`src/rtl/rirq_pkg.sv`:
```
package rirq_pkg;

  typedef enum logic [2:0] {
    RM_RSV0  = 3'd0,
    RM_COMBO = 3'd1,
    RM_RSV2  = 3'd2,
    RM_PICT  = 3'd3,
    RM_RANGE = 3'd4,
    RM_POINT = 3'd5,
    RM_LINE  = 3'd6,
    RM_OFF   = 3'd7
  } rirq_mode_e;

  typedef struct packed {
    logic point;
    logic line;
    logic range;
    logic pict;
    logic oneshot;
  } rirq_sel_t;

  localparam int unsigned NUM_SPANS = 4;

endpackage

```
`src/rtl/rirq_mode_dec.sv`:
```
module rirq_mode_dec
  import rirq_pkg::*;
(
  input  logic       disp_en,
  input  logic [2:0] mode,
  output rirq_sel_t  sel
);

  rirq_mode_e mode_e;

  assign mode_e = rirq_mode_e'(mode);

  always_comb begin
    sel = '0;
    if (disp_en) begin
      unique case (mode_e)
        RM_POINT: sel.point = 1'b1;
        RM_LINE:  sel.line  = 1'b1;
        RM_RANGE: sel.range = 1'b1;
        RM_PICT: begin
          sel.pict    = 1'b1;
          sel.oneshot = 1'b1;
        end
        RM_COMBO: begin
          sel.point   = 1'b1;
          sel.pict    = 1'b1;
          sel.oneshot = 1'b1;
        end
        default: sel = '0;
      endcase
    end
  end

endmodule

```
`src/rtl/rirq_span.sv`:
```
module rirq_span #(
  parameter int unsigned CW = 12
) (
  input  logic [CW-1:0] h_pos,
  input  logic [CW-1:0] v_pos,
  input  logic [CW-1:0] line,
  input  logic [CW-1:0] lo,
  input  logic [CW-1:0] hi,
  output logic          hit
);

  logic on_line;
  logic past_lo;
  logic before_hi;

  always_comb begin
    on_line   = (v_pos == line);
    past_lo   = (h_pos >= lo);
    before_hi = (h_pos <= hi);
    hit       = on_line & past_lo & before_hi;
  end

endmodule

```
`src/rtl/rirq_oneshot.sv`:
```
module rirq_oneshot (
  input  logic clk,
  input  logic rst_n,
  input  logic rearm,
  input  logic done,
  output logic armed
);

  logic armed_q;
  logic armed_d;
  logic armed_en;

  always_comb begin
    armed_en = rearm | done;
    armed_d  = rearm;
  end

  always_ff @(posedge clk or negedge rst_n) begin
    if (!rst_n) begin
      armed_q <= 1'b1;
    end else if (armed_en) begin
      armed_q <= armed_d;
    end
  end

  assign armed = armed_q;

  // once disarmed, only a strobe brings it back
  p_stay_clear_r5: assert property (@(posedge clk) disable iff (!rst_n)
    (!armed_q && !rearm) |=> !armed_q);

  // a strobe always leaves the flag set
  p_rearm_sets_r6: assert property (@(posedge clk) disable iff (!rst_n)
    rearm |=> armed_q);

endmodule

```
`src/rtl/raster_irq_gen.sv`:
```
module raster_irq_gen
  import rirq_pkg::*;
#(
  parameter int unsigned CW = 12
) (
  input  logic          clk,
  input  logic          rst_n,
  input  logic          disp_en,
  input  logic [2:0]    irq_mode,
  input  logic [1:0]    ack_bits,
  input  logic [CW-1:0] h_pos,
  input  logic [CW-1:0] v_pos,
  input  logic [CW-1:0] pt_v,
  input  logic [CW-1:0] pt_h,
  input  logic [CW-1:0] line_v,
  input  logic [CW-1:0] win_h_lo,
  input  logic [CW-1:0] win_h_hi,
  input  logic [CW-1:0] pic_v,
  input  logic [CW-1:0] pic_h_lo,
  input  logic [CW-1:0] pic_h_hi,
  output logic          irq
);

  localparam logic [CW-1:0] H_FIRST = '0;
  localparam logic [CW-1:0] H_LAST  = '1;
  localparam int unsigned   SP_PT   = 0;
  localparam int unsigned   SP_LN   = 1;
  localparam int unsigned   SP_RG   = 2;
  localparam int unsigned   SP_PC   = 3;

  rirq_sel_t sel;
  logic [CW-1:0] sp_line [NUM_SPANS];
  logic [CW-1:0] sp_lo   [NUM_SPANS];
  logic [CW-1:0] sp_hi   [NUM_SPANS];
  logic [NUM_SPANS-1:0] hit;
  logic armed;
  logic rearm;
  logic pic_end;
  logic win_done;
  logic pt_gate;
  logic irq_d;
  logic irq_q;

  rirq_mode_dec i_dec (
    .disp_en (disp_en),
    .mode    (irq_mode),
    .sel     (sel)
  );

  assign sp_line[SP_PT] = pt_v;
  assign sp_lo[SP_PT]   = pt_h;
  assign sp_hi[SP_PT]   = pt_h;
  assign sp_line[SP_LN] = line_v;
  assign sp_lo[SP_LN]   = H_FIRST;
  assign sp_hi[SP_LN]   = H_LAST;
  assign sp_line[SP_RG] = line_v;
  assign sp_lo[SP_RG]   = win_h_lo;
  assign sp_hi[SP_RG]   = win_h_hi;
  assign sp_line[SP_PC] = pic_v;
  assign sp_lo[SP_PC]   = pic_h_lo;
  assign sp_hi[SP_PC]   = pic_h_hi;

  for (genvar g = 0; g < NUM_SPANS; g++) begin : g_span
    rirq_span #(.CW(CW)) i_span (
      .h_pos (h_pos),
      .v_pos (v_pos),
      .line  (sp_line[g]),
      .lo    (sp_lo[g]),
      .hi    (sp_hi[g]),
      .hit   (hit[g])
    );
  end

  always_comb begin
    rearm    = |ack_bits;
    pic_end  = hit[SP_PC] & (h_pos == pic_h_hi);
    win_done = sel.oneshot & armed & pic_end;
    pt_gate  = sel.oneshot ? armed : 1'b1;
    irq_d    = (sel.point & hit[SP_PT] & pt_gate)
             | (sel.line  & hit[SP_LN])
             | (sel.range & hit[SP_RG])
             | (sel.pict  & hit[SP_PC] & armed);
  end

  rirq_oneshot i_oneshot (
    .clk   (clk),
    .rst_n (rst_n),
    .rearm (rearm),
    .done  (win_done),
    .armed (armed)
  );

  always_ff @(posedge clk or negedge rst_n) begin
    if (!rst_n) begin
      irq_q <= 1'b0;
    end else begin
      irq_q <= irq_d;
    end
  end

  assign irq = irq_q;

  // no request unless the display was enabled a cycle earlier
  p_off_quiet_r9: assert property (@(posedge clk) disable iff (!rst_n)
    irq_q |-> $past(disp_en));

  // reserved and off codes stay silent
  p_rsv_quiet_r8: assert property (@(posedge clk) disable iff (!rst_n)
    irq_q |-> !($past(irq_mode) inside {3'd0, 3'd2, 3'd7}));

  // frame point pulses only at the programmed position
  p_point_pos_r2: assert property (@(posedge clk) disable iff (!rst_n)
    (irq_q && $past(irq_mode) == 3'd5)
      |-> ($past(v_pos) == $past(pt_v) && $past(h_pos) == $past(pt_h)));

  // whole-line pulses only on the selected line
  p_line_only_r3: assert property (@(posedge clk) disable iff (!rst_n)
    (irq_q && $past(irq_mode) == 3'd6) |-> ($past(v_pos) == $past(line_v)));

  // request low while reset is held
  always_comb begin
    if (!rst_n) begin
      p_reset_low_r1: assert (irq_q == 1'b0);
    end
  end

endmodule

```
`config.mk`:
```
export PLATFORM = sky130hd
export DESIGN_NAME = raster_irq_gen
export DESIGN_NICKNAME = d
export VERILOG_FILES = /design/src/rtl/rirq_pkg.sv /design/src/rtl/rirq_mode_dec.sv /design/src/rtl/rirq_span.sv /design/src/rtl/rirq_oneshot.sv /design/src/rtl/raster_irq_gen.sv
export SDC_FILE = /design/constraint.sdc
export NUM_CORES = 1
export LEC_CHECK = 0
export ABC_AREA = 1
export BUFFER_PORTS_ARGS = -buffer_cell sky130_fd_sc_hd__buf_2
export CAP_MARGIN = 20
export CORE_MARGIN = 5
export CORE_UTILIZATION = 28
export DETAILED_ROUTE_END_ITERATION = 7
export HOLD_SLACK_MARGIN = 0.12
export PLACE_DENSITY = 0.61
export SYNTH_ARGS = -nofsm -noshare
export SYNTH_HDL_FRONTEND = slang
export SYNTH_SLANG_ARGS = --single-unit
```
`constraint.sdc`:
```
create_clock -name clk -period 1.8 [get_ports clk]
set_clock_uncertainty 0.2 [all_clocks]
set_input_delay 0.36 -clock clk [delete_from_list [all_inputs] [get_ports clk]]
set_output_delay 0.36 -clock clk [all_outputs]
set_load 0.05 [all_outputs]
```
======== Word-level counts from Yosys, hierarchy flattened ========
Cells that the tools add are included.
Widths: inputs -> output; s select.
storage, ports and cells
  flip-flop bits (word level) ............. 2
  word-level logic and storage cells ...... 49
operators by class
  order comparisons ....................... 8
  equality and inequality tests ........... 9
  mux-type cells .......................... 6
  bitwise gates (word level) .............. 21
  reductions and logical operators ........ 3
operators by type and width
  kind                  number
  $eq 12x12->1          4
  $ge 12x12->1          3
  $le 12x12->1          3
  $and 1x1->1           17
  $ge 12x1->1 const B   1
  $le 12x12->1 const B  1
  $eq 3x3->1 const B    3
  $reduce_or 2->1       3
  $mux 5                1
  $mux 1                4
  $or 1x1->1            4
  $eq 3x1->1 const B    1
  $eq 3x2->1 const B    1
  $mux 2                1

======== Longest topological paths before layout ========
Gate-level depths: netlist (run 1).
  depth after elaboration ................. 9
  gate-level depth with buffers ........... 13
  depth with buffers taken out ............ 13

======== Modules after synthesis ========
From an unflattened synthesis (run 1), not the netlist that was laid out.
second synthesis, totals
  cells, all modules ...................... 703
  area, all modules ....................... 3828.7 um^2
by module, submodules not included
  module                             instances  cells each  area each (um^2)  seq. area each (um^2)
  rirq_span at g_span[1].i_span ...  3          157         858.3             0.0
  rirq_span at g_span[0].i_span      1          152         872.1             0.0
  raster_irq_gen                     1          64          295.3             25.0
  rirq_mode_dec                      1          11          45.0              0.0
  rirq_oneshot                       1          5           41.3              26.3

======== Worst setup path after synthesis (run 1) ========
OpenSTA, ideal clock, no wires.
  path type ............................... input -> register
  start point ............................. input port win_h_hi[11]
  end point ............................... register irq_q, in the netlist irq
  arrival ................................. 1.309 ns
  required time ........................... 1.481 ns
  slack ................................... 0.172 ns
  cell stages on the path ................. 12
  path buffers ............................ 0
  path through ............................ inv_1 -> ha_1 -> nand2_1 -> nor2_1 -> nor2b_1 -> nand2_1 -> nand3_1 -> nand2_1 -> nand2_1 -> nand2_1 -> nand2_1 -> nand2_1
between the ends
  cells in the longest elaborated chain, start to end .. 5
RTL lines
  item                    line                  RTL
  start: declaration      raster_irq_gen.sv:17  input logic [CW-1:0] win_h_hi,
  $le 12x12->1            rirq_span.sv:19       before_hi = (h_pos <= hi);
  $and 1x1->1             rirq_span.sv:20       hit = on_line & past_lo & before_hi;
  $and 1x1->1             raster_irq_gen.sv:81  | (sel.range & hit[SP_RG])
  $or 1x1->1              raster_irq_gen.sv:81
  $or 1x1->1              raster_irq_gen.sv:82  | (sel.pict & hit[SP_PC] & armed);
  named net irq_d         raster_irq_gen.sv:41  logic irq_d;
  end signal: assignment  raster_irq_gen.sv:97  irq_q <= irq_d;
  end: declaration        raster_irq_gen.sv:42  logic irq_q;
The timed path passes the listed nets, and every way through them passes these cells.
A chain may end at the register's enable or synchronous reset.

======== Final worst setup path (run 1) ========
  start point ............................. input port h_pos[9]
  end point ............................... register irq_q, in the netlist irq
between the ends
  cells in the longest elaborated chain, start to end .. 8
  elaborated cells on any way between the ends .. 25
  those cells by class .................... order compare: 8; bitwise: 17
RTL lines
  item                       line                  RTL
  start: declaration         raster_irq_gen.sv:11  input logic [CW-1:0] h_pos,
  $ge 12x12->1               rirq_span.sv:18       past_lo = (h_pos >= lo);
  $and 1x1->1 (2 in series)  rirq_span.sv:20
  $and 1x1->1 (2 in series)  raster_irq_gen.sv:79  irq_d = (sel.point & hit[SP_PT] & pt_gate)
  $or 1x1->1                 raster_irq_gen.sv:80  | (sel.line & hit[SP_LN])
  $or 1x1->1                 raster_irq_gen.sv:81
  $or 1x1->1 (*)             raster_irq_gen.sv:82
  named net irq_d            raster_irq_gen.sv:41
Mark *: on every way through the listed nets, which the timed path passes. The rest lies on a longest branch.

==> metrics, run 1 <==
Worst Tran Pin Value=a little over 0.3 ns; Hold Path Cell Cnt=3; number of storage elements in the synthesis netlist=2; total global-route track usage=between 10 and 15%; final RePlAce weighted congestion=0.8950; layout cell share with drive strength beyond 1=32.15%; final net count=slightly below 700; total clock buffers created by CTS=3; Worst IR Drop VDD=approximately 0.12 mV; launching element type of the critical path=input pin; Final Non-Filler Cells=between 600 and 700; max-cap viol count=0; number of search-and-repair iterations in the first detailed-routing pass=4; cell type contributing the most total cell area after synthesis=sky130_fd_sc_hd__ha_1; proportion of netlist area held by the largest area contributor=between 30% and 40%; vertical extent of the die=slightly below 100 microns; antenna-violating nets left=0; leak pwr=around 2.0 nW; via count=2637; x dimension of the die=about 100 microns; post-placement cell count=a little over 600; cell area after synthesis=between 2000 and 2500 sq um; endpoint class of the critical path=flip-flop; total power density per cell area=about 270 nW/um^2; stage delay of the slowest cell on the critical path=about 0.3 ns; Critical R2R Launch=i_oneshot.armed$_DFFE_PN1P_; maximum clock frequency=around 600 MHz; Post-Syn Instances=366; total core area=7607 sq um; Top FF cell, synth=sky130_fd_sc_hd__dfstp_2; via/cell ratio=approximately 4.3; vias in the first global route=2706; slack of the worst reg-to-reg path=roughly 0.19 ns; startpoint-to-endpoint class of the critical path=input pin to flip-flop; required time at the endpoint of the critical path=roughly 1.7 ns; Hold Crit Start=ack_bits[0]; r2r worst-path depth=9; Worst Hold End=i_oneshot.armed$_DFFE_PN1P_; count of pins over their slew limit=0; maximum buffer depth of the clock tree=2; number of diodes added for antenna fixing=0; count of input and output buffers=approximately 130; root buffer cell=sky130_fd_sc_hd__clkbuf_8; Boundary Pins=roughly 130; outcome=complete, no violations; DRT Wirelength=6950 microns; drt drc=0; wire length of the first global-routing pass=11540 microns; TritonCTS clock tree=built; data arrival time of the worst path=1.59 ns; Initial DRC Count=43; total gr overflow=0; part of the Yosys area used for sequential elements=between 2 and 2.5%; # clock sinks=2; estimated wirelength of the detail-placed design=6409 microns; Net Count, Synth=around 550; worst-path cell chain=buf_2 -> buf_4 -> ha_1 -> a21oi_1 -> o21ai_1 -> a21oi_1 -> nand2_1 -> nand2_1 -> nand2_1 -> nand2_1 -> nand2_1; Slowest cell on crit path=sky130_fd_sc_hd__ha_1; die outline area=9504 sq um; Hold/Removal Path Class=input pin to flip-flop; number of antenna violations at the first check in global routing=0; relative max-transition margin=79.34%; most common cell after layout, fill and taps aside=sky130_fd_sc_hd__buf_2; Critical path origin=h_pos[9]; Clock Latency Late Sink=between 0.2 and 0.25 ns; final setup violation count=0; register clock-pin slew on the reported worst setup and hold paths=0.03 ns; top area cells in the synthesized netlist=sky130_fd_sc_hd__ha_1, sky130_fd_sc_hd__inv_1, sky130_fd_sc_hd__nand2_1; largest fanout of any net on the critical path=4; most used cell, CP=sky130_fd_sc_hd__nand2_1; async set-or-reset flop fraction in the synthesized netlist=100.0%; Cell Rows=32; fill cell count=roughly 860; largest net degree at the start of global routing=6; endpoint of the most critical register-to-register path=i_oneshot.armed$_DFFE_PN1P_; Synthesis Warnings=0; average detailed-routed wire length per instance=between 10 and 15 microns; top library cells by usage in the layout, fill and taps aside=sky130_fd_sc_hd__buf_2, sky130_fd_sc_hd__nand2_1, sky130_fd_sc_hd__inv_1; initial core utilization=between 20% and 30%; area added between synthesis and finish=43.26%; final cycle utilization of the critical path=about 93%; Final Hold Viols=0; unrepaired setup endpoints after global routing=yes; htree depth=1; Post-Synthesis Mean Instance Area=roughly 5.9 sq um; number of enable-type register cells in the synthesized netlist=0; post-synth cell types=31; Final Util=approximately two fifths; minimum clock period=1.683 ns
==> synthesized netlist by cell type, types with 2 or more instances <==
cell type	count
sky130_fd_sc_hd__o21bai_1	2
sky130_fd_sc_hd__a22o_1	2
sky130_fd_sc_hd__o22ai_1	2
sky130_fd_sc_hd__ha_1	60
sky130_fd_sc_hd__o21ai_1	2
sky130_fd_sc_hd__xnor2_1	4
sky130_fd_sc_hd__xor2_1	3
sky130_fd_sc_hd__o21ai_0	17
sky130_fd_sc_hd__nor3_1	5
sky130_fd_sc_hd__nand3_1	14
sky130_fd_sc_hd__nand2_1	87
sky130_fd_sc_hd__inv_2	7
sky130_fd_sc_hd__nor2_2	4
sky130_fd_sc_hd__inv_1	87
sky130_fd_sc_hd__a21oi_1	21
sky130_fd_sc_hd__nor2_1	27
sky130_fd_sc_hd__o21a_1	2
sky130_fd_sc_hd__nand4_1	7
==> power breakdown <==
group          internal [mW]  switching [mW]
logic                  0.275           0.302
registers             0.0454      0.00000164
clock network          0.151          0.0413
==> how the worst max path moves through the flow <==
stage	cells past startpoint	slack, ns	end
2_1_floorplan	12	0.17	irq$_DFF_PN0_
3_3_place_gp	11	-0.11	irq$_DFF_PN0_
3_5_place_dp	11	-0.12	irq$_DFF_PN0_
4_1_cts	11	0.10	irq$_DFF_PN0_
5_1_grt	11	0.0009	irq$_DFF_PN0_
6_report	11	0.12	irq$_DFF_PN0_
==> area by class of cell <==
type                    count  area, sq um  area share [%]
inverters                  96        361.6           11.78
well taps                 102        127.6           4.156
flip-flops and latches      2        51.30           1.671
clock buffers               4        45.04           1.467
repair buffers            137        710.7           23.15
multi-input cells         268         1774           57.78
==> per-layer routing <==
| layer | up-vias | GRT usage [%] | routed length, microns |
|---|---|---|---|
| li1 | 1430 | - | - |
| met1 | 1085 | 16.70 | 3009 |
| met2 | 108 | 26.15 | 3214 |
| met3 | 14 | 3.518 | 582 |
| met4 | 0 | 4.153 | 143 |
| met5 | - | 0 | 0 |
==> repair_timing <==
item / in CTS / in global routing
buffers inserted: 0 / 0
endpoints found under the setup margin: 0 / 2
endpoints found under the hold margin: 2 / 0
gates resized for setup: 0 / 9
hold buffers: 1 / 0
==> worst max-delay path, delay by kind of cell <==
family          cells  cell delay, ns
compound gates      3            0.36
fa+ha+maj           1            0.30
simple gates        5            0.30
buf+inv             2            0.28
==> sequential cells by signal (all words and copies together), names as in the netlist <==
signal           flops
irq                  1
i_oneshot.armed      1
==> cell families after synthesis <==
logic type	count (synthesis)	synth area share, %
AO/OA/AOI/OAI	52	13.54
XOR/XNOR	7	2.861
adder cells (fa/ha/maj)	60	35.03
buffers and inverters	96	16.87
flip-flops	2	2.393
AND/OR/NAND/NOR	149	29.31
==> stage by stage <==
stage / TNS [ns] / power, mW / hold slack (ns) / instance area [sq um] / setup slack, ns
6_report: 0 / 0.8146 / 0.1418 / 3070 / 0.1170
5_1_grt: 0 / 0.9267 / 0.1682 / 3070 / 0.0009470
4_1_cts: 0 / 0.8190 / 0.1438 / 3027 / 0.1004
3_5_place_dp: -0.2012 / 0.6180 / -0.04250 / 2972 / -0.1208
3_3_place_gp: -0.1680 / 0.6050 / -0.04480 / 2972 / -0.1077
2_1_floorplan: 0 / 0.3493 / -0.1356 / 2143 / 0.1720
Note: power is estimated with default switching activity, not from simulation.
==> run 2: changes to the inputs <==
--- a/config.mk
+++ b/config.mk
@@ -12,7 +12,9 @@
 export CORE_UTILIZATION = 28
 export DETAILED_ROUTE_END_ITERATION = 7
 export HOLD_SLACK_MARGIN = 0.12
-export PLACE_DENSITY = 0.61
+export MAX_ROUTING_LAYER = met4
+export PLACE_DENSITY = 0.55
 export SYNTH_ARGS = -nofsm -noshare
 export SYNTH_HDL_FRONTEND = slang
+export SYNTH_HIERARCHICAL = 1
 export SYNTH_SLANG_ARGS = --single-unit
==> run 2 against run 1 <==
  * The run now ends with setup timing left
  * Combinational power rose by 92%
  * First-iteration DRC count grew 88%
  * Sequential power barely moved
  * Final cell count grew 79%
  * Total power increased by 85%
  * Worst hold slack improved by 0.10 ns
  * Count of clock-buffer cells in the layout is the same
  * Non-clock buffer count is 48 higher
  * Area after synthesis up 79%
  * Sequential share of layout area shrank 0.75 points
  * Critical path type unchanged
  * Largest cell class unchanged
  * Largest power group unchanged
==> metrics, run 2 <==
outcome=finished, violations left; violations in the final reports=setup timing; required time at the endpoint of the critical path=1.70 ns (about the same); fill cell count=1518 (+77%); total clock buffers created by CTS=3 (unchanged); x dimension of the die=126.9 microns (+30%); cell type contributing the most total cell area after synthesis=sky130_fd_sc_hd__ha_1; leak pwr=3.601 nW (+83%); Final Hold Viols=0 (unchanged); setup_tns=-0.4037 ns (-0.4037 ns); estimated wirelength of the detail-placed design=9961 microns (+55%); Buf/Inv on CP=5 (+3); leading cell types by count after synthesis=sky130_fd_sc_hd__nand2_1, sky130_fd_sc_hd__inv_1, sky130_fd_sc_hd__ha_1, sky130_fd_sc_hd__nor2_1, sky130_fd_sc_hd__a21oi_1; htree depth=1 (unchanged); layout cell share with drive strength beyond 1=26.40% (-5.8 points); largest net degree at the start of global routing=8 (+2); minimum clock period=2.011 ns (+0.3283 ns); Slowest cell on crit path=sky130_fd_sc_hd__ha_1; number of storage elements in the synthesis netlist=2 (unchanged); proportion of netlist area held by the largest area contributor=31.37% (-3.7 points); top area cells in the synthesized netlist=sky130_fd_sc_hd__ha_1, sky130_fd_sc_hd__nand2_1, sky130_fd_sc_hd__inv_1; final setup violation count=2 (+2); total power density per cell area=270.2 nW/um^2 (+1.8%); area added between synthesis and finish=46.05%; maximum clock frequency=497.2 MHz (-16%); total gr overflow=0 (unchanged); die outline area=16110 sq um (+70%); most common cell after layout, fill and taps aside=sky130_fd_sc_hd__nand2_1; final net count=1138 (+64%); wire length of the first global-routing pass=18110 microns (+57%); initial core utilization=28.68% (+0.51 points); cell area after synthesis=3829 sq um (+79%); Hold/Removal Path Class=input pin to flip-flop; unrepaired setup endpoints after global routing=yes; drt drc=0 (unchanged); stage delay of the slowest cell on the critical path=0.26 ns (-0.04 ns); root buffer cell=sky130_fd_sc_hd__clkbuf_16; via count=4352 (+65%); number of search-and-repair iterations in the first detailed-routing pass=4 (unchanged); Top delay family on crit path=simple AND/OR/NAND/NOR gates; async set-or-reset flop fraction in the synthesized netlist=100.0% (unchanged); total core area=13350 sq um (+75%); Worst IR Drop VDD=0.2097 mV (+80%); launching element type of the critical path=input pin; part of the Yosys area used for sequential elements=1.340% (-1.1 points); number of antenna violations at the first check in global routing=2 (+2); antenna-violating nets left=0 (unchanged); data arrival time of the worst path=1.91 ns (+0.32 ns); post-synth cell types=25 (-19%); most common cell in the netlist=sky130_fd_sc_hd__nand2_1; TritonCTS clock tree=built; register clock-pin slew on the reported worst setup and hold paths=0.03 ns (about the same); total power of the final layout=1.511 mW (+85%); largest fanout of any net on the critical path=3 (-1); total global-route track usage=14.01% (-0.43 points); top library cells by usage in the layout, fill and taps aside=sky130_fd_sc_hd__nand2_1, sky130_fd_sc_hd__inv_1, sky130_fd_sc_hd__buf_2; Post-Syn Instances=703 (+92%); max-cap viol count=0 (unchanged); count of input and output buffers=128 (unchanged); minimum setup slack in the final design=-0.2113 ns (-0.3283 ns); Boundary Pins=129 (unchanged); number of enable-type register cells in the synthesized netlist=0 (unchanged); vertical extent of the die=126.9 microns (+30%); Post-Synthesis Mean Instance Area=5.446 sq um (-7.0%); Synthesis Warnings=6 (+6); average detailed-routed wire length per instance=10.07 microns (-12%); count of pins over their slew limit=0 (unchanged); Cell Rows=42 (+31%); final cycle utilization of the critical path=111.7% (+18 points); most used cell, CP=sky130_fd_sc_hd__buf_4; via/cell ratio=3.989 (-7.9%); worst-path cell chain=buf_6 -> buf_6 -> ha_1 -> nand2_1 -> nor2_2 -> nand2_1 -> a21oi_2 -> nor2_1 -> nor2_1 -> nor2_2 -> buf_4 -> buf_4 -> buf_4 -> nand3_1 -> nand4_1; endpoint class of the critical path=flip-flop; Top FF cell, synth=sky130_fd_sc_hd__dfstp_2; final RePlAce weighted congestion=0.8364 (-6.5%); DRT Wirelength=10990 microns (+58%); startpoint-to-endpoint class of the critical path=input pin to flip-flop; Initial DRC Count=81 (+88%); maximum buffer depth of the clock tree=2 (unchanged); Clock Latency Late Sink=0.22 ns (about the same); # clock sinks=2 (unchanged); vias in the first global route=4213 (+56%)
run 2: area by class of cell:
cell class	count	area, sq um	share of cell area [%]
diodes	2	5.005	0.08951
clock buffers	4	78.83	1.410
inverters	199	749.5	13.40
multi-input cells	523	3339	59.72
flip-flops and latches	2	51.30	0.9174
well taps	176	220.2	3.938
repair buffers	185	1147	20.52
run 2: cells by family (layout without fill, tap and decap cells):
| family | Yosys count | count (layout) | synth area share, % |
|---|---|---|---|
| compound gates | 39 | 39 | 5.523 |
| fa+ha+maj | 96 | 96 | 31.37 |
| buf+inv | 200 | 388 | 19.71 |
| xor+xnor | 31 | 31 | 7.092 |
| simple gates | 333 | 333 | 34.77 |
| flops | 2 | 2 | 1.340 |
| other cells | 2 | 26 | 0.1962 |
run 2: tightest hold or removal path: stages:
cell                      delay (ns)
sky130_fd_sc_hd__buf_2          0.07
sky130_fd_sc_hd__or2_2          0.09
sky130_fd_sc_hd__inv_1          0.05
sky130_fd_sc_hd__nand2_1        0.06
run 2: worst paths after layout:
| path | startpoint | end | slack (ns) | depth (start not counted) |
|---|---|---|---|---|
| worst max-delay path | h_pos[8] | irq$_DFF_PN0_ | -0.21 | 15 |
| worst min-delay path | ack_bits[0] | i_oneshot/armed$_DFFE_PN1P_ | 0.24 | 4 |
| worst max register to register | i_oneshot/armed$_DFFE_PN1P_ | i_oneshot/armed$_DFFE_PN1P_ | 0.40 | 9 |
| worst min register to register | i_oneshot/armed$_DFFE_PN1P_ | i_oneshot/armed$_DFFE_PN1P_ | 0.29 | 2 |
| max in group asynchronous | rst_n | i_oneshot/armed$_DFFE_PN1P_ | 0.91 | 2 |
| min in group asynchronous | rst_n | irq$_DFF_PN0_ | 0.30 | 2 |
run 2: through the flow:
| stage | worst slack [ns] | hold WS, ns | std cells | utilization (%) | instance area (sq um) |
|---|---|---|---|---|---|
| after CTS | -0.2457 | 0.2431 | 1088 | 40.56 | 5414 |
| after floorplan | -0.2058 | -0.1356 | 725 | - | 3911 |
| after global placement | -0.4970 | -0.05299 | 1082 | 38.83 | 5182 |
| final | -0.2113 | 0.2416 | 1091 | 41.89 | 5592 |
| after global routing | -0.3980 | 0.2500 | 1091 | 41.89 | 5592 |
| after detailed placement | -0.5360 | -0.05364 | 1082 | 38.83 | 5182 |
run 2: what timing repair did:
| item | in CTS | in global routing |
|---|---|---|
| setup endpoints to repair | 2 | 2 |
| hold buffers | 1 | 0 |
| buffers inserted | 2 | 1 |
| resized for setup | 27 | 42 |
| hold endpoints to repair | 2 | 0 |
| pin swaps | 21 | 22 |
run 2: per-layer routing:
| layer | GRT usage [%] | part of all wire [%] | vias to the layer above |
|---|---|---|---|
| met3 | 1.807 | 5.3 | 5 |
| met4 | 2.776 | 0.79 | 0 |
| met2 | 25.22 | 47 | 89 |
| met5 | - | 0 | - |
| met1 | 16.75 | 47 | 1780 |
| li1 | - | - | 2478 |
run 2: power by group:
group          leakage, nW  total [mW]  switching (mW)  internal [mW]
clock network       0.0382       0.358          0.0652          0.293
registers           0.0245      0.0454     0.000000621         0.0454
logic                 3.54        1.11           0.569          0.539
==> run 3: changes to the inputs <==
--- a/config.mk
+++ b/config.mk
@@ -13,7 +13,7 @@
 export DETAILED_ROUTE_END_ITERATION = 7
 export HOLD_SLACK_MARGIN = 0.12
 export MAX_ROUTING_LAYER = met4
-export PLACE_DENSITY = 0.55
+export PLACE_DENSITY = 0.51
 export SYNTH_ARGS = -nofsm -noshare
 export SYNTH_HDL_FRONTEND = slang
 export SYNTH_HIERARCHICAL = 1
==> run 3 against run 2 <==
  * The flow still finishes with violations (setup timing)
  * Register-to-register slack is essentially flat
  * Core utilization grew 0.46 points
  * Worst hold slack got worse by 0.0076 ns
  * Combinational power about the same
  * Final cell count about the same
  * Clock power is 3% lower
  * Global-route usage up 0.16 points
  * Count of clock-buffer cells in the layout did not move
  * Largest power group unchanged
==> metrics, run 3 (synthesis results as in run 2) <==
largest fanout of any net on the critical path=4 (+1); startpoint-to-endpoint class of the critical path=input pin to flip-flop; leak pwr=3.612 nW (+0.30%); area post-placement=5170 sq um (-0.24%); number of antenna violations at the first check in global routing=2 (unchanged); switching power as a share of total power=41.71% (-0.25 points); final RePlAce weighted congestion=0.8152 (-2.5%); launching element type of the critical path=input pin; combinational group share of total power=74.3% (+1.0 points); data arrival time of the worst path=1.93 ns (+0.02 ns); Boundary Pins=129 (unchanged); total gr overflow=0 (unchanged); total clock buffers created by CTS=3 (unchanged); largest net degree at the start of global routing=7 (-1); final net count=1137 (-0.088%); DRT Wirelength=11430 microns (+4.0%); antenna-violating nets left=0 (unchanged); wire length of the first global-routing pass=18390 microns (+1.5%); initial core utilization=28.68% (unchanged); die outline area=16110 sq um (unchanged); max-cap viol count=0 (unchanged); share of power burned in registers=3.0% (about the same); area added between synthesis and finish=47.65%; met3 track demand over resource in global routing=1.513% (-0.29 points); r2r worst-path depth=9 (unchanged); Worst IR Drop VDD=0.2085 mV (-0.58%); register clock-pin slew on the reported worst setup and hold paths=0.03 ns (about the same); routing usage on met2=25.09% (-0.12 points); setup_tns=-0.3195 ns (+0.08419 ns); vias in the first global route=4138 (-1.8%); minimum clock period=1.977 ns (-0.03434 ns); total global-route track usage=14.18% (+0.16 points); total power of the final layout=1.526 mW (+1.0%); Final Non-Filler Cells=1090 (-0.092%); Hold Crit Start=ack_bits[0]; final cycle utilization of the critical path=109.8% (-1.9 points); final setup violation count=2 (unchanged); htree depth=1 (unchanged); top library cells by usage in the layout, fill and taps aside=sky130_fd_sc_hd__nand2_1, sky130_fd_sc_hd__inv_1, sky130_fd_sc_hd__buf_2; via/cell ratio=3.906 (-2.1%); average detailed-routed wire length per instance=10.48 microns (+4.1%); violations in the final reports=setup timing; worst hold margin=0.2340 ns (-0.007553 ns); maximum clock frequency=505.8 MHz (+1.7%); Hold Path Cell Cnt=4 (unchanged); required time at the endpoint of the critical path=1.75 ns (+0.05 ns); Initial DRC Count=95 (+17%); root buffer cell=sky130_fd_sc_hd__clkbuf_16; met1 demand-to-capacity share in global routing=18.10% (+1.3 points); post-route design area=5653 sq um (+1.1%); post-placement cell count=1082 (unchanged); maximum buffer depth of the clock tree=2 (unchanged); clock share of power=22.7% (-1.0 points); x dimension of the die=126.9 microns (unchanged); unrepaired setup endpoints after global routing=yes; total power density per cell area=270.0 nW/um^2 (about the same); TritonCTS clock tree=built; Clock Latency Late Sink=0.22 ns (about the same); vertical extent of the die=126.9 microns (unchanged); estimated wirelength of the detail-placed design=10380 microns (+4.2%); most common cell after layout, fill and taps aside=sky130_fd_sc_hd__nand2_1; slack of the worst reg-to-reg path=0.41 ns (about the same); switching power summed over all nets=0.6366 mW (+0.44%); endpoint of the most critical register-to-register path=i_oneshot/armed$_DFFE_PN1P_; Worst Hold End=i_oneshot/armed$_DFFE_PN1P_; number of search-and-repair iterations in the first detailed-routing pass=4 (unchanged); minimum setup slack in the final design=-0.1769 ns (+0.03434 ns); via count=4257 (-2.2%); Critical R2R Launch=i_oneshot/armed$_DFFE_PN1P_; count of pins over their slew limit=0 (unchanged); Final Hold Viols=0 (unchanged); drt drc=0 (unchanged); Cell Rows=42 (unchanged); # clock sinks=2 (unchanged); outcome=finished, violations left; most used routing layer=met2; layout cell share with drive strength beyond 1=27.19% (+0.80 points); endpoint class of the critical path=flip-flop; Hold/Removal Path Class=input pin to flip-flop; total core area=13350 sq um (unchanged); cell internal power dissipation=0.8898 mW (+1.5%); count of input and output buffers=128 (unchanged)
==> run 3: cell type report <==
class                      instances  area (sq um)
antenna                            2         5.005
sequential                         2         51.30
inverter                         199         752.0
clock buffer                       4         78.83
fill                            1502          7695
timing repair buffer             184          1179
multi-input combinational        523          3367
tap                              176         220.2
==> run 3: critical path, cell delays in order <==
cell and delay, ns:
sky130_fd_sc_hd__buf_8 0.11, sky130_fd_sc_hd__ha_4 0.27, sky130_fd_sc_hd__nand2_4 0.05, sky130_fd_sc_hd__nor2_4 0.11, sky130_fd_sc_hd__nand2_2 0.07, sky130_fd_sc_hd__nor2_1 0.10, sky130_fd_sc_hd__nor2_1 0.05, sky130_fd_sc_hd__nand2_1 0.05
sky130_fd_sc_hd__nand2_1 0.06, sky130_fd_sc_hd__nor2_2 0.12, sky130_fd_sc_hd__nand2_1 0.06, sky130_fd_sc_hd__nor2_1 0.08, sky130_fd_sc_hd__nand2_1 0.07, sky130_fd_sc_hd__nor2_2 0.09, sky130_fd_sc_hd__nand3_1 0.07, sky130_fd_sc_hd__nor2_1 0.09
sky130_fd_sc_hd__inv_1 0.04, sky130_fd_sc_hd__nand2_1 0.04, sky130_fd_sc_hd__nand2_1 0.04
==> run 3: how the worst max path moves through the flow <==
stage	startpoint	to	slack [ns]	depth (start not counted)
6_report	h_pos[9]	i_oneshot/armed$_DFFE_PN1P_	-0.18	19
5_1_grt	h_pos[9]	i_oneshot/armed$_DFFE_PN1P_	-0.34	19
4_1_cts	h_pos[11]	i_oneshot/armed$_DFFE_PN1P_	-0.22	19
3_5_place_dp	h_pos[11]	i_oneshot/armed$_DFFE_PN1P_	-0.50	19
3_3_place_gp	h_pos[11]	i_oneshot/armed$_DFFE_PN1P_	-0.50	19
2_1_floorplan	pic_h_lo[9]	i_oneshot/armed$_DFFE_PN1P_	-0.21	19
==> run 3: per-stage QoR <==
step                utilization, %  setup slack, ns
floorplan                        -          -0.2058
global placement             38.73          -0.5021
detailed placement           38.73          -0.5039
CTS                          40.90          -0.2165
global route                 42.35          -0.3446
finish                       42.35          -0.1769
==> run 3: timing repair <==
action	CTS	global route
endpoints found under the hold margin	2	0
gates resized for setup	36	54
buffers inserted	1	0
pin swaps	17	32
hold buffers	1	0
endpoints found under the setup margin	2	2
==> run 3: metal layers <==
layer | share of wire, % | vias to the layer above
met3 | 5.0 | 4
met5 | 0 | -
met2 | 47 | 96
met1 | 48 | 1685
met4 | 0.49 | 0
li1 | - | 2472
==> run 3: power groups by stage <==
stage | sequential (mW) | combinational, mW | clock (mW)
floorplan | 0.0458 | 0.578 | 0
global placement | 0.0458 | 1.03 | 0
detailed placement | 0.0458 | 1.03 | 0
CTS | 0.0454 | 1.08 | 0.351
global route | 0.0454 | 1.32 | 0.355
finish | 0.0454 | 1.13 | 0.346
